$ cat config.mk
export PLATFORM = sky130hd
export DESIGN_NAME = ssf_status_reg
export DESIGN_NICKNAME = d
export VERILOG_FILES = /design/src/rtl/ssf_pkg.sv /design/src/rtl/ssf_init_seq.sv /design/src/rtl/ssf_flag_cell.sv /design/src/rtl/ssf_flag_bank.sv /design/src/rtl/ssf_irq_merge.sv /design/src/rtl/ssf_status_reg.sv
export SDC_FILE = /design/constraint.sdc
export NUM_CORES = 1
export LEC_CHECK = 0
export ABC_CLOCK_PERIOD_IN_PS = 3400
export BUFFER_PORTS_ARGS = -buffer_cell sky130_fd_sc_hd__buf_2
export CAP_MARGIN = 0
export CORE_MARGIN = 3
export CORE_UTILIZATION = 37
export DETAILED_ROUTE_END_ITERATION = 12
export PLACE_DENSITY = 0.88
export SETUP_SLACK_MARGIN = 0.1
export SYNTH_ARGS = -nofsm -noshare
export SYNTH_HDL_FRONTEND = slang
export SYNTH_HIERARCHICAL = 1
export SYNTH_SLANG_ARGS = --single-unit
$ cat constraint.sdc
create_clock -name clk -period 3.4 [get_ports clk]
set_clock_uncertainty 0.05 [all_clocks]
set_input_delay 0 -clock clk [delete_from_list [all_inputs] [get_ports clk]]
set_output_delay 0 -clock clk [all_outputs]
set_load 0.03 [all_outputs]
$ cat src/rtl/ssf_pkg.sv
package ssf_pkg;

    localparam int unsigned WORD_W   = 32;
    localparam int unsigned BIT_BUSY = 24;
    localparam int unsigned BIT_TXE  = 9;
    localparam int unsigned BIT_RXF  = 8;
    localparam int unsigned BIT_OVR  = 6;
    localparam int unsigned BIT_BERR = 4;
    localparam int unsigned BIT_DSYN = 3;
    localparam int unsigned BIT_PAR  = 2;
    localparam int unsigned BIT_TMO  = 1;
    localparam int unsigned BIT_DLEN = 0;

    // Bits cleared by writing 1
    localparam logic [WORD_W-1:0] W1C_MASK =
        (32'd1 << BIT_RXF) | (32'd1 << BIT_OVR) | (32'd1 << BIT_BERR) |
        (32'd1 << BIT_DSYN) | (32'd1 << BIT_PAR) | (32'd1 << BIT_TMO) |
        (32'd1 << BIT_DLEN);

    // Bits that can raise the interrupt request
    localparam logic [WORD_W-1:0] IRQ_MASK = W1C_MASK | (32'd1 << BIT_TXE);

    typedef enum logic [1:0] {
        S_HELD   = 2'd0,
        S_WALK   = 2'd1,
        S_FINISH = 2'd2,
        S_READY  = 2'd3
    } seq_state_t;

endpackage

$ cat src/rtl/ssf_init_seq.sv
module ssf_init_seq
    import ssf_pkg::*;
#(
    parameter int DEPTH  = 256,
    parameter int ADDR_W = 8
) (
    input  logic              clk,
    input  logic              rst_n,
    input  logic              swrst_ctl,
    output logic              ram_we,
    output logic [ADDR_W-1:0] ram_addr,
    output logic              init_done,
    output logic              busy
);

    localparam logic [ADDR_W-1:0] LAST_ADDR = ADDR_W'(DEPTH - 1);

    seq_state_t        state_q, state_d;
    logic [ADDR_W-1:0] cnt_q, cnt_d;

    // Next-state and counter decision
    always_comb begin
        state_d = state_q;
        cnt_d   = cnt_q;
        if (!swrst_ctl) begin
            state_d = S_HELD;
            cnt_d   = '0;
        end else begin
            unique case (state_q)
                S_HELD: begin
                    state_d = S_WALK;
                    cnt_d   = '0;
                end
                S_WALK: begin
                    if (cnt_q == LAST_ADDR) begin
                        state_d = S_FINISH;
                    end else begin
                        cnt_d = cnt_q + 1'b1;
                    end
                end
                S_FINISH: state_d = S_READY;
                S_READY:  state_d = S_READY;
                default:  state_d = S_HELD;
            endcase
        end
    end

    // State register
    always_ff @(posedge clk or negedge rst_n) begin
        if (!rst_n) begin
            state_q <= S_HELD;
            cnt_q   <= '0;
        end else begin
            state_q <= state_d;
            cnt_q   <= cnt_d;
        end
    end

    // Outputs
    always_comb begin
        ram_we    = 1'b0;
        init_done = 1'b0;
        unique case (state_q)
            S_HELD:   ;
            S_WALK:   ram_we = 1'b1;
            S_FINISH: init_done = 1'b1;
            S_READY:  ;
            default:  ;
        endcase
        ram_addr = cnt_q;
        busy     = !swrst_ctl || (state_q != S_READY);
    end

endmodule

$ cat src/rtl/ssf_flag_cell.sv
module ssf_flag_cell (
    input  logic clk,
    input  logic rst_n,
    input  logic set_i,
    input  logic clr_i,
    output logic flag_o
);

    // Set has priority so no event is lost
    always_ff @(posedge clk or negedge rst_n) begin
        if (!rst_n) begin
            flag_o <= 1'b0;
        end else if (set_i) begin
            flag_o <= 1'b1;
        end else if (clr_i) begin
            flag_o <= 1'b0;
        end
    end

endmodule

$ cat src/rtl/ssf_flag_bank.sv
module ssf_flag_bank
    import ssf_pkg::*;
(
    input  logic              clk,
    input  logic              rst_n,
    input  logic              bus_wr,
    input  logic [WORD_W-1:0] bus_wdata,
    input  logic [WORD_W-1:0] ev_vec,
    input  logic              shift_load,
    input  logic              tx_data_wr,
    input  logic              en_wr,
    input  logic              en_wdata,
    output logic [WORD_W-1:0] flags
);

    logic txe_clr;
    assign txe_clr = tx_data_wr || (en_wr && !en_wdata);

    for (genvar i = 0; i < WORD_W; i++) begin : g_bit
        if (W1C_MASK[i]) begin : g_w1c
            ssf_flag_cell u_cell (
                .clk    (clk),
                .rst_n  (rst_n),
                .set_i  (ev_vec[i]),
                .clr_i  (bus_wr && bus_wdata[i]),
                .flag_o (flags[i])
            );
        end else if (i == BIT_TXE) begin : g_txe
            ssf_flag_cell u_cell (
                .clk    (clk),
                .rst_n  (rst_n),
                .set_i  (shift_load),
                .clr_i  (txe_clr),
                .flag_o (flags[i])
            );
        end else begin : g_none
            assign flags[i] = 1'b0;
        end
    end

endmodule

$ cat src/rtl/ssf_irq_merge.sv
module ssf_irq_merge
    import ssf_pkg::*;
(
    input  logic [WORD_W-1:0] flags,
    input  logic [WORD_W-1:0] irq_en,
    output logic              irq
);

    assign irq = |(flags & irq_en & IRQ_MASK);

endmodule

$ cat src/rtl/ssf_status_reg.sv
module ssf_status_reg
    import ssf_pkg::*;
#(
    parameter  int DEPTH  = 256,
    localparam int ADDR_W = (DEPTH > 1) ? $clog2(DEPTH) : 1
) (
    input  logic              clk,
    input  logic              rst_n,
    input  logic              bus_wr,
    input  logic [31:0]       bus_wdata,
    output logic [31:0]       bus_rdata,
    input  logic              swrst_ctl,
    input  logic              en_wr,
    input  logic              en_wdata,
    input  logic              tx_data_wr,
    input  logic              shift_load,
    input  logic              ev_rx_full,
    input  logic              ev_rx_ovr,
    input  logic              ev_bit_err,
    input  logic              ev_desync,
    input  logic              ev_par_err,
    input  logic              ev_timeout,
    input  logic              ev_dlen_err,
    input  logic [31:0]       irq_en,
    output logic              irq,
    output logic              ram_we,
    output logic [ADDR_W-1:0] ram_addr,
    output logic              init_done
);

    logic [WORD_W-1:0] ev_vec;
    logic [WORD_W-1:0] flags;
    logic              busy;

    always_comb begin
        ev_vec           = '0;
        ev_vec[BIT_RXF]  = ev_rx_full;
        ev_vec[BIT_OVR]  = ev_rx_ovr;
        ev_vec[BIT_BERR] = ev_bit_err;
        ev_vec[BIT_DSYN] = ev_desync;
        ev_vec[BIT_PAR]  = ev_par_err;
        ev_vec[BIT_TMO]  = ev_timeout;
        ev_vec[BIT_DLEN] = ev_dlen_err;
    end

    ssf_init_seq #(
        .DEPTH  (DEPTH),
        .ADDR_W (ADDR_W)
    ) u_seq (
        .clk       (clk),
        .rst_n     (rst_n),
        .swrst_ctl (swrst_ctl),
        .ram_we    (ram_we),
        .ram_addr  (ram_addr),
        .init_done (init_done),
        .busy      (busy)
    );

    ssf_flag_bank u_bank (
        .clk        (clk),
        .rst_n      (rst_n),
        .bus_wr     (bus_wr),
        .bus_wdata  (bus_wdata),
        .ev_vec     (ev_vec),
        .shift_load (shift_load),
        .tx_data_wr (tx_data_wr),
        .en_wr      (en_wr),
        .en_wdata   (en_wdata),
        .flags      (flags)
    );

    ssf_irq_merge u_irq (
        .flags  (flags),
        .irq_en (irq_en),
        .irq    (irq)
    );

    always_comb begin
        bus_rdata           = flags;
        bus_rdata[BIT_BUSY] = busy;
    end

endmodule

Word level (Yosys, flattened, before mapping)
Index checks and enable logic that the tools add are counted.

Flip-flop bits (word level): 18. Bits in latches: 0. RAM bits: 0. Memory bits (read-only): 0. Output and inout port bits: 43. Logic and storage cells: 68. Memories: 0.

$add $sub $neg: 1. Multiply operators: 0. Divide/modulo/power cells: 0. Order comparisons: 0. Equal/unequal tests: 8. Shift-type cells: 0. Muxes and demuxes: 24. Bitwise gates (word level): 1. Reductions and logical operators: 24.

Operators by type and width (count): $mux W1 (18); $mux W8 (2); $pmux W8 S2 (1); $reduce_bool A2 Y1 (8); $and A10 B10 Y10 (1); $add A8 B1 Y8 const B (1); $eq A8 B8 Y1 const B (1); $logic_and A1 B1 Y1 (8); $reduce_or A8 Y1 (1); $pmux W2 S3 (1); $eq A2 B2 Y1 const B (2); $mux W2 (2); $ne A3 B1 Y1 const B (1); $ne A3 B2 Y1 const B (1); $ne A3 B3 Y1 const B (1); $eq A2 B1 Y1 const B (1); $logic_not A1 Y1 (2); $logic_not A2 Y1 (1); $logic_or A1 B1 Y1 (2); $ne A2 B2 Y1 const B (1); $reduce_and A2 Y1 (1); $reduce_or A2 Y1 (1).

Depth between registers and ports, before layout
Gate-level depths: netlist of the first run.

Word-level depth: 5. Depth in mapped cells: 5. Mapped depth without buffers: 5.

Modules after synthesis
Netlist of the first run, hierarchy kept.

By module, submodules not included: ssf_init_seq (instances 1, cells an instance 61, area an instance 543.0 sq um, seq. area each 250.2 sq um); ssf_flag_cell (instances 8, cells an instance 3, area an instance 36.3 sq um, seq. area each 25.0 sq um); ssf_flag_bank (instances 1, cells an instance 34, area an instance 239.0 sq um, seq. area each 0.0 sq um); ssf_irq_merge (instances 1, cells an instance 5, area an instance 36.3 sq um, seq. area each 0.0 sq um); ssf_status_reg (instances 1, cells an instance 2, area an instance 11.3 sq um, seq. area each 0.0 sq um).

Least setup slack after synthesis of the first run
OpenSTA, ideal clock, no wires.

Kind: register to register. From: reg u_seq.cnt_q[0], in the netlist u_seq/ram_addr[0]. To: reg u_seq.cnt_q[3], in the netlist u_seq/ram_addr[3]. Setup time: 82 ps. Arrival: 1584 ps. Data required time: 3268 ps. Slack: 1684 ps. Stages on the path, launching flop included: 6. Buffers on the path: 0. Clock period less this slack: 1716 ps. Cells stage by stage: dfrtp_1 ha_1 nand3_1 nor2_1 or4_1 a31oi_1.

Cells in the longest elaborated chain, start to end: 4. Elaborated cells between the ends (all ways): 7.

RTL lines: from (decl) (RTL line ssf_init_seq.sv:19) `logic [ADDR_W-1:0] cnt_q, cnt_d;`; from (signal assigned) (RTL line ssf_init_seq.sv:55) `cnt_q <= cnt_d;`; $add A8 B1 Y8 (RTL line ssf_init_seq.sv:38) `cnt_d = cnt_q + 1'b1;`; $mux W8 (RTL line ssf_init_seq.sv:35) `if (cnt_q == LAST_ADDR) begin`; $pmux W8 S2 (RTL line ssf_init_seq.sv:29) `unique case (state_q)`; $mux W8 (RTL line ssf_init_seq.sv:25) `if (!swrst_ctl) begin`.

Several ways; a longest one is shown, not always the timed one. The select of a mux whose other input is x is not followed. A chain may end at the register's enable or synchronous reset.

Worst setup path after layout of the first run
From: reg u_seq.cnt_q[0], in the netlist u_seq/ram_addr[0]. To: reg u_seq.cnt_q[5], in the netlist u_seq/ram_addr[5].

Same word-level chain as after synthesis.

==> results of run 1 <==
layer usage:
| metal | vias up | global-route usage, % | share of wire [%] |
|---|---|---|---|
| met2 | 43 | 22.3 | 49 |
| met5 | - | 0 | 0 |
| met3 | 2 | 2.13 | 7.0 |
| met4 | 0 | 6.19 | 1.0 |
| li1 | 497 | - | - |
| met1 | 463 | 17.7 | 43 |
flip-flops by register name, summed over array words and instances (netlist names):
| signal | flops |
|---|---|
| u_seq/ram_addr | 8 |
| u_seq/state_q | 2 |
| u_bank/g_bit.g_w1c.u_cell/flag_o | 7 |
| u_bank/g_bit.g_txe.u_cell/flag_o | 1 |
worst reg2reg max path: stages, from the launching register on:
cell	delay (ns)
dfrtp_1	0.44
ha_1	0.26
nand3_1	0.12
nor2_1	0.11
or4_1	0.49
a31oi_1	0.16
worst max path at each step:
stage                                 start  slack (ns)           endpoint  cells past startpoint
after global placement    u_seq/ram_addr[0]        1.77  u_seq/ram_addr[3]                      5
after CTS                 u_seq/ram_addr[0]        1.71  u_seq/ram_addr[5]                      5
after global routing      u_seq/ram_addr[0]        1.61  u_seq/ram_addr[5]                      5
after detailed placement  u_seq/ram_addr[0]        1.73  u_seq/ram_addr[5]                      5
after floorplan           u_seq/ram_addr[0]        1.68  u_seq/ram_addr[3]                      5
final                     u_seq/ram_addr[0]        1.69  u_seq/ram_addr[5]                      5
power breakdown:
part | internal (mW) | switching, mW | total [mW]
logic | 0.0366 | 0.0756 | 0.112
registers | 0.222 | 0.00768 | 0.230
clock network | 0.0411 | 0.0625 | 0.104
cell type report:
class	count	area, sq um	area share [%]
Tap cell	31	38.8	2.76
Inverter	12	45.0	3.20
Sequential cell	18	450	32.0
Clock buffer	3	22.5	1.60
Timing Repair Buffer	59	345	24.5
Multi-Input combinational cell	90	505	35.9
per-stage QoR:
stage | worst slack (ns) | hold slack, ns | instance area, sq um
6_report | 1.69 | 0.0136 | 1410
3_3_place_gp | 1.77 | -0.0945 | 1280
2_1_floorplan | 1.68 | -0.346 | 1190
5_1_grt | 1.61 | 0.0381 | 1410
3_5_place_dp | 1.73 | -0.0939 | 1280
4_1_cts | 1.71 | 0.0176 | 1410
==> qor.yml, run 1 <==
ir_drop_mv: 0.0976
vias: 1005
syn_area_per_cell_sq_um: 8.94
final_common_cell: "buf_2"
ctsLongestPathBuffers: 2
cts_tree: "built"
setup_viol_count_final: 0
final_core_util_pct: 50.2
grt_start_max_net_pins: 19
dieArea_sq_um: 3690
path_clk_slew_ns: 0.10
clk_latency_ns: 0.28
grt_pass1_vias: 866
ctsResizeCount: 0
core_area_sq_um: 2810
grt_pass1_wl_mm: 3.76
r2r-end: "u_seq/ram_addr[5]"
reg2reg_depth: 5
period_share_pct: 50.2
whs_path_depth: 4
grt.overflow.total: 0
crit_buf_inv: 0
wl_per_cell_um: 11.8
start_util_pct: 39.5
nFillCells: 268
worstHoldStart: "tx_data_wr"
drive_gt1_share_pct: 30.2
slowest_stage: "or4_1"
startpoint_type: "flop"
viasPerCell: 4.72
drt_wl_total_mm: 2.51
numClockSinks: 18
syn_inst: 124
grt_usage_pct: 13.6
cts_setup_buffers: 0
die_h_um: 60.7
crit_family: "simple AND/OR/NAND/NOR gates"
dp.final_hpwl_mm: 1.92
drc: 0
path_class: "flop to flop"
hold_end: "u_bank/g_bit[9].g_txe.u_cell/flag_o"
fin_nets: 264
firstDrtPassIters: 4
syn2layout_area_growth_pct: 27.0
ant_nets: 0
gp_congestion: 0.876
cts_hold_buffers: 10
antenna_found_initial: 0
hp-class: "input pin to flop"
maxCapViolations: 0
power.density_nw_per_um2: 316
die_x_um: 60.7
r2r_start: "u_seq/ram_addr[0]"
critPathCaptureType: "flop"
critPathMaxStageDelay_ns: 0.49
final_cells: 213
hold_violations: 0
ys.warnings.count: 6
final_period_minus_worst_setup_slack_ns: 1.71
ioPinCount: 122
worstPathArrival_ns: 1.87
antenna_cells: 0
setup_tns_ns: 0
cts-htree-levels: 1
crit_required_ns: 3.56
final_cell_mix: "49 x buf_2, 23 x conb_1, 18 x dfrtp_1"
worstPathCellList: "ha_1 -> nand3_1 -> nor2_1 -> or4_1 -> a31oi_1"
outcome: "finished clean"
final_max_slew_viol_count: 0
dp_cells: 200
total_power_uw: 445
netlist_area_sq_um: 1110
cts-buffers-inserted: 3
fmax_mhz: 586
r2r_setup_slack_ns: 1.69
rows: 19
rsz0062_at_grt: "no"
port_buffers: 49
crit_fanout: 7
clock_tree.root_cell: "clkbuf_4"
drt_iter0_drc: 49
p_leak_nw: 0.724
(Power assumes the default switching activity.)
==> inputs of run 2 (changes only) <==
- ABC_CLOCK_PERIOD_IN_PS: 3400 -> 1700
- CORE_UTILIZATION: 37 -> 34
- PLACE_DENSITY: 0.88 -> 0.82
- clock period: 3.4 -> 1.7 ns (I/O delays scaled with it)
==> qor.yml, run 2 (synthesis gave the netlist of run 1 again) <==
cts-htree-levels: 1  # unchanged
final_area_sq_um: 1540  # +9.3%
largest_register_ffs: 8  # unchanged
ant_nets: 0  # unchanged
p_comb_share_pct: 24.5  # -0.7 points
wl_per_cell_um: 12.2  # +3.5%
grt_pass1_wl_mm: 4.66  # +24%
drt_wl_total_mm: 2.87  # +14%
rsz0062_at_grt: "yes"
fin_nets: 272  # +3.0%
dpl_cell_area_sq_um: 1340  # +4.6%
syn2layout_area_growth_pct: 38.8
hold_violations: 0  # unchanged
whs_ns: 0.0149  # +0.00132 ns
nFillCells: 303  # +13%
die_x_um: 63.1  # +3.9%
hp-class: "input pin to flop"
ir_drop_mv: 0.220  # +120%
core_area_sq_um: 3080  # +9.7%
p_leak_nw: 0.764  # +5.5%
port_buffers: 49  # unchanged
grt_start_max_net_pins: 19  # unchanged
grt_pass1_vias: 1084  # +25%
final_cell_mix: "49 x buf_2, 23 x conb_1, 14 x dfrtp_1"
switching_share_pct: 33.1  # +0.41 points
worstPathArrival_ns: 1.75  # -0.12 ns
seqPwrFrac_pct: 46.6  # -5.0 points
highest_layer: "met4"
setup_tns_ns: 0  # unchanged
final_common_cell: "buf_2"
startpoint_type: "flop"
dp.final_hpwl_mm: 2.05  # +6.6%
worst_slack_ns: 0.126  # -1.57 ns
vias: 1068  # +6.3%
crit_fanout: 7  # unchanged
p_sw_uw: 325  # +120%
place_ws_ns: 0.0527  # -1.68 ns
setup_viol_count_final: 0  # unchanged
firstDrtPassIters: 4  # unchanged
cts_tree: "built"
cts-buffers-inserted: 3  # unchanged
multiInputGateArea_sq_um: 539  # +6.7%
drc: 0  # unchanged
critPathCaptureType: "flop"
dr_wl_met2_mm: 1.47  # +20%
ioPinCount: 122  # unchanged
grt.overflow.total: 0  # unchanged
drive_gt1_share_pct: 37.2  # +7.0 points
regArea_sq_um: 455  # +1.1%
dieArea_sq_um: 3980  # +7.9%
ctsLongestPathBuffers: 2  # unchanged
period_share_pct: 92.6  # +42 points
clock_tree.root_cell: "clkbuf_4"
viasPerCell: 4.54  # -3.7%
routedLengthMet1_mm: 1.17  # +7.9%
final_max_slew_viol_count: 0  # unchanged
gp_congestion: 0.868  # -0.91%
routed-wl-met3_um: 187  # +6.9%
numClockSinks: 18  # unchanged
outcome: "finished clean"
antenna_cells: 0  # unchanged
die_h_um: 63.1  # +3.9%
p_clk_share_pct: 28.9  # +5.6 points
start_util_pct: 36.0  # -3.5 points
final_period_minus_worst_setup_slack_ns: 1.57  # -0.132 ns
fmax_mhz: 635  # +8.4%
intPower_uw: 656  # +120%
drt_iter0_drc: 45  # -8.2%
power.density_nw_per_um2: 637  # +100%
crit_required_ns: 1.88  # -1.68 ns
antenna_found_initial: 0  # unchanged
maxCapViolations: 0  # unchanged
grt_usage_pct: 14.6  # +1.0 points
rows: 20  # +1
path_clk_slew_ns: 0.11  # about the same
clk_latency_ns: 0.31  # +0.03 ns
path_class: "flop to flop"
-- run 2: area by class of cell --
type | instances | share of cell area [%]
multi-input cells | 90 | 35.0
flip-flops and latches | 18 | 29.6
repair buffers | 67 | 26.5
well taps | 44 | 3.58
inverters | 12 | 2.93
clock buffers | 4 | 2.36
-- run 2: worst paths after layout --
| check | startpoint | endpoint | slack [ns] | cells past startpoint |
|---|---|---|---|---|
| max | u_seq/ram_addr[0] | u_seq/ram_addr[3] | 0.13 | 5 |
| min | bus_wdata[3] | u_bank/g_bit[3].g_w1c.u_cell/flag_o | 0.01 | 4 |
| max reg2reg | u_seq/ram_addr[0] | u_seq/ram_addr[3] | 0.13 | 5 |
| min reg2reg | u_bank/g_bit[1].g_w1c.u_cell/flag_o | u_bank/g_bit[1].g_w1c.u_cell/flag_o | 0.47 | 1 |
| max in group asynchronous | rst_n | u_seq/ram_addr[3] | 1.21 | 2 |
| min in group asynchronous | rst_n | u_seq/ram_addr[5] | 0.08 | 2 |
-- run 2: power groups by stage --
stage / clock [mW] / combinational [mW] / sequential, mW
2_1_floorplan: 0 / 0.152 / 0.496
3_3_place_gp: 0 / 0.211 / 0.467
3_5_place_dp: 0 / 0.213 / 0.468
4_1_cts: 0.292 / 0.238 / 0.457
5_1_grt: 0.307 / 0.260 / 0.460
6_report: 0.283 / 0.240 / 0.457
-- run 2: per-layer routing --
| metal | up-vias | GRT usage [%] |
|---|---|---|
| met5 | - | 0 |
| met4 | 0 | 7.44 |
| met3 | 5 | 3.21 |
| met2 | 44 | 26.1 |
| met1 | 504 | 16.2 |
| li1 | 515 | - |
-- run 2: critical path, cell delays in order, from the launching register on --
cell     delay [ns]
dfrtp_2        0.44
ha_4           0.17
nand3_2        0.09
nor2_2         0.08
or4_1          0.50
a31oi_2        0.17
-- run 2: what timing repair did --
action,CTS,global route
hold endpoints to repair,30,0
buffers inserted,2,2
hold buffers,11,0
pin swaps,2,3
endpoints found under the setup margin,1,3
gates resized for setup,1,2
-- run 2: stage by stage --
step / total power [mW] / instances / utilization, %
floorplan: 0.648 / 146 / -
global placement: 0.677 / 216 / 43.7
detailed placement: 0.681 / 216 / 43.7
CTS: 0.988 / 233 / 49.1
global route: 1.03 / 235 / 50.0
finish: 0.981 / 235 / 50.0
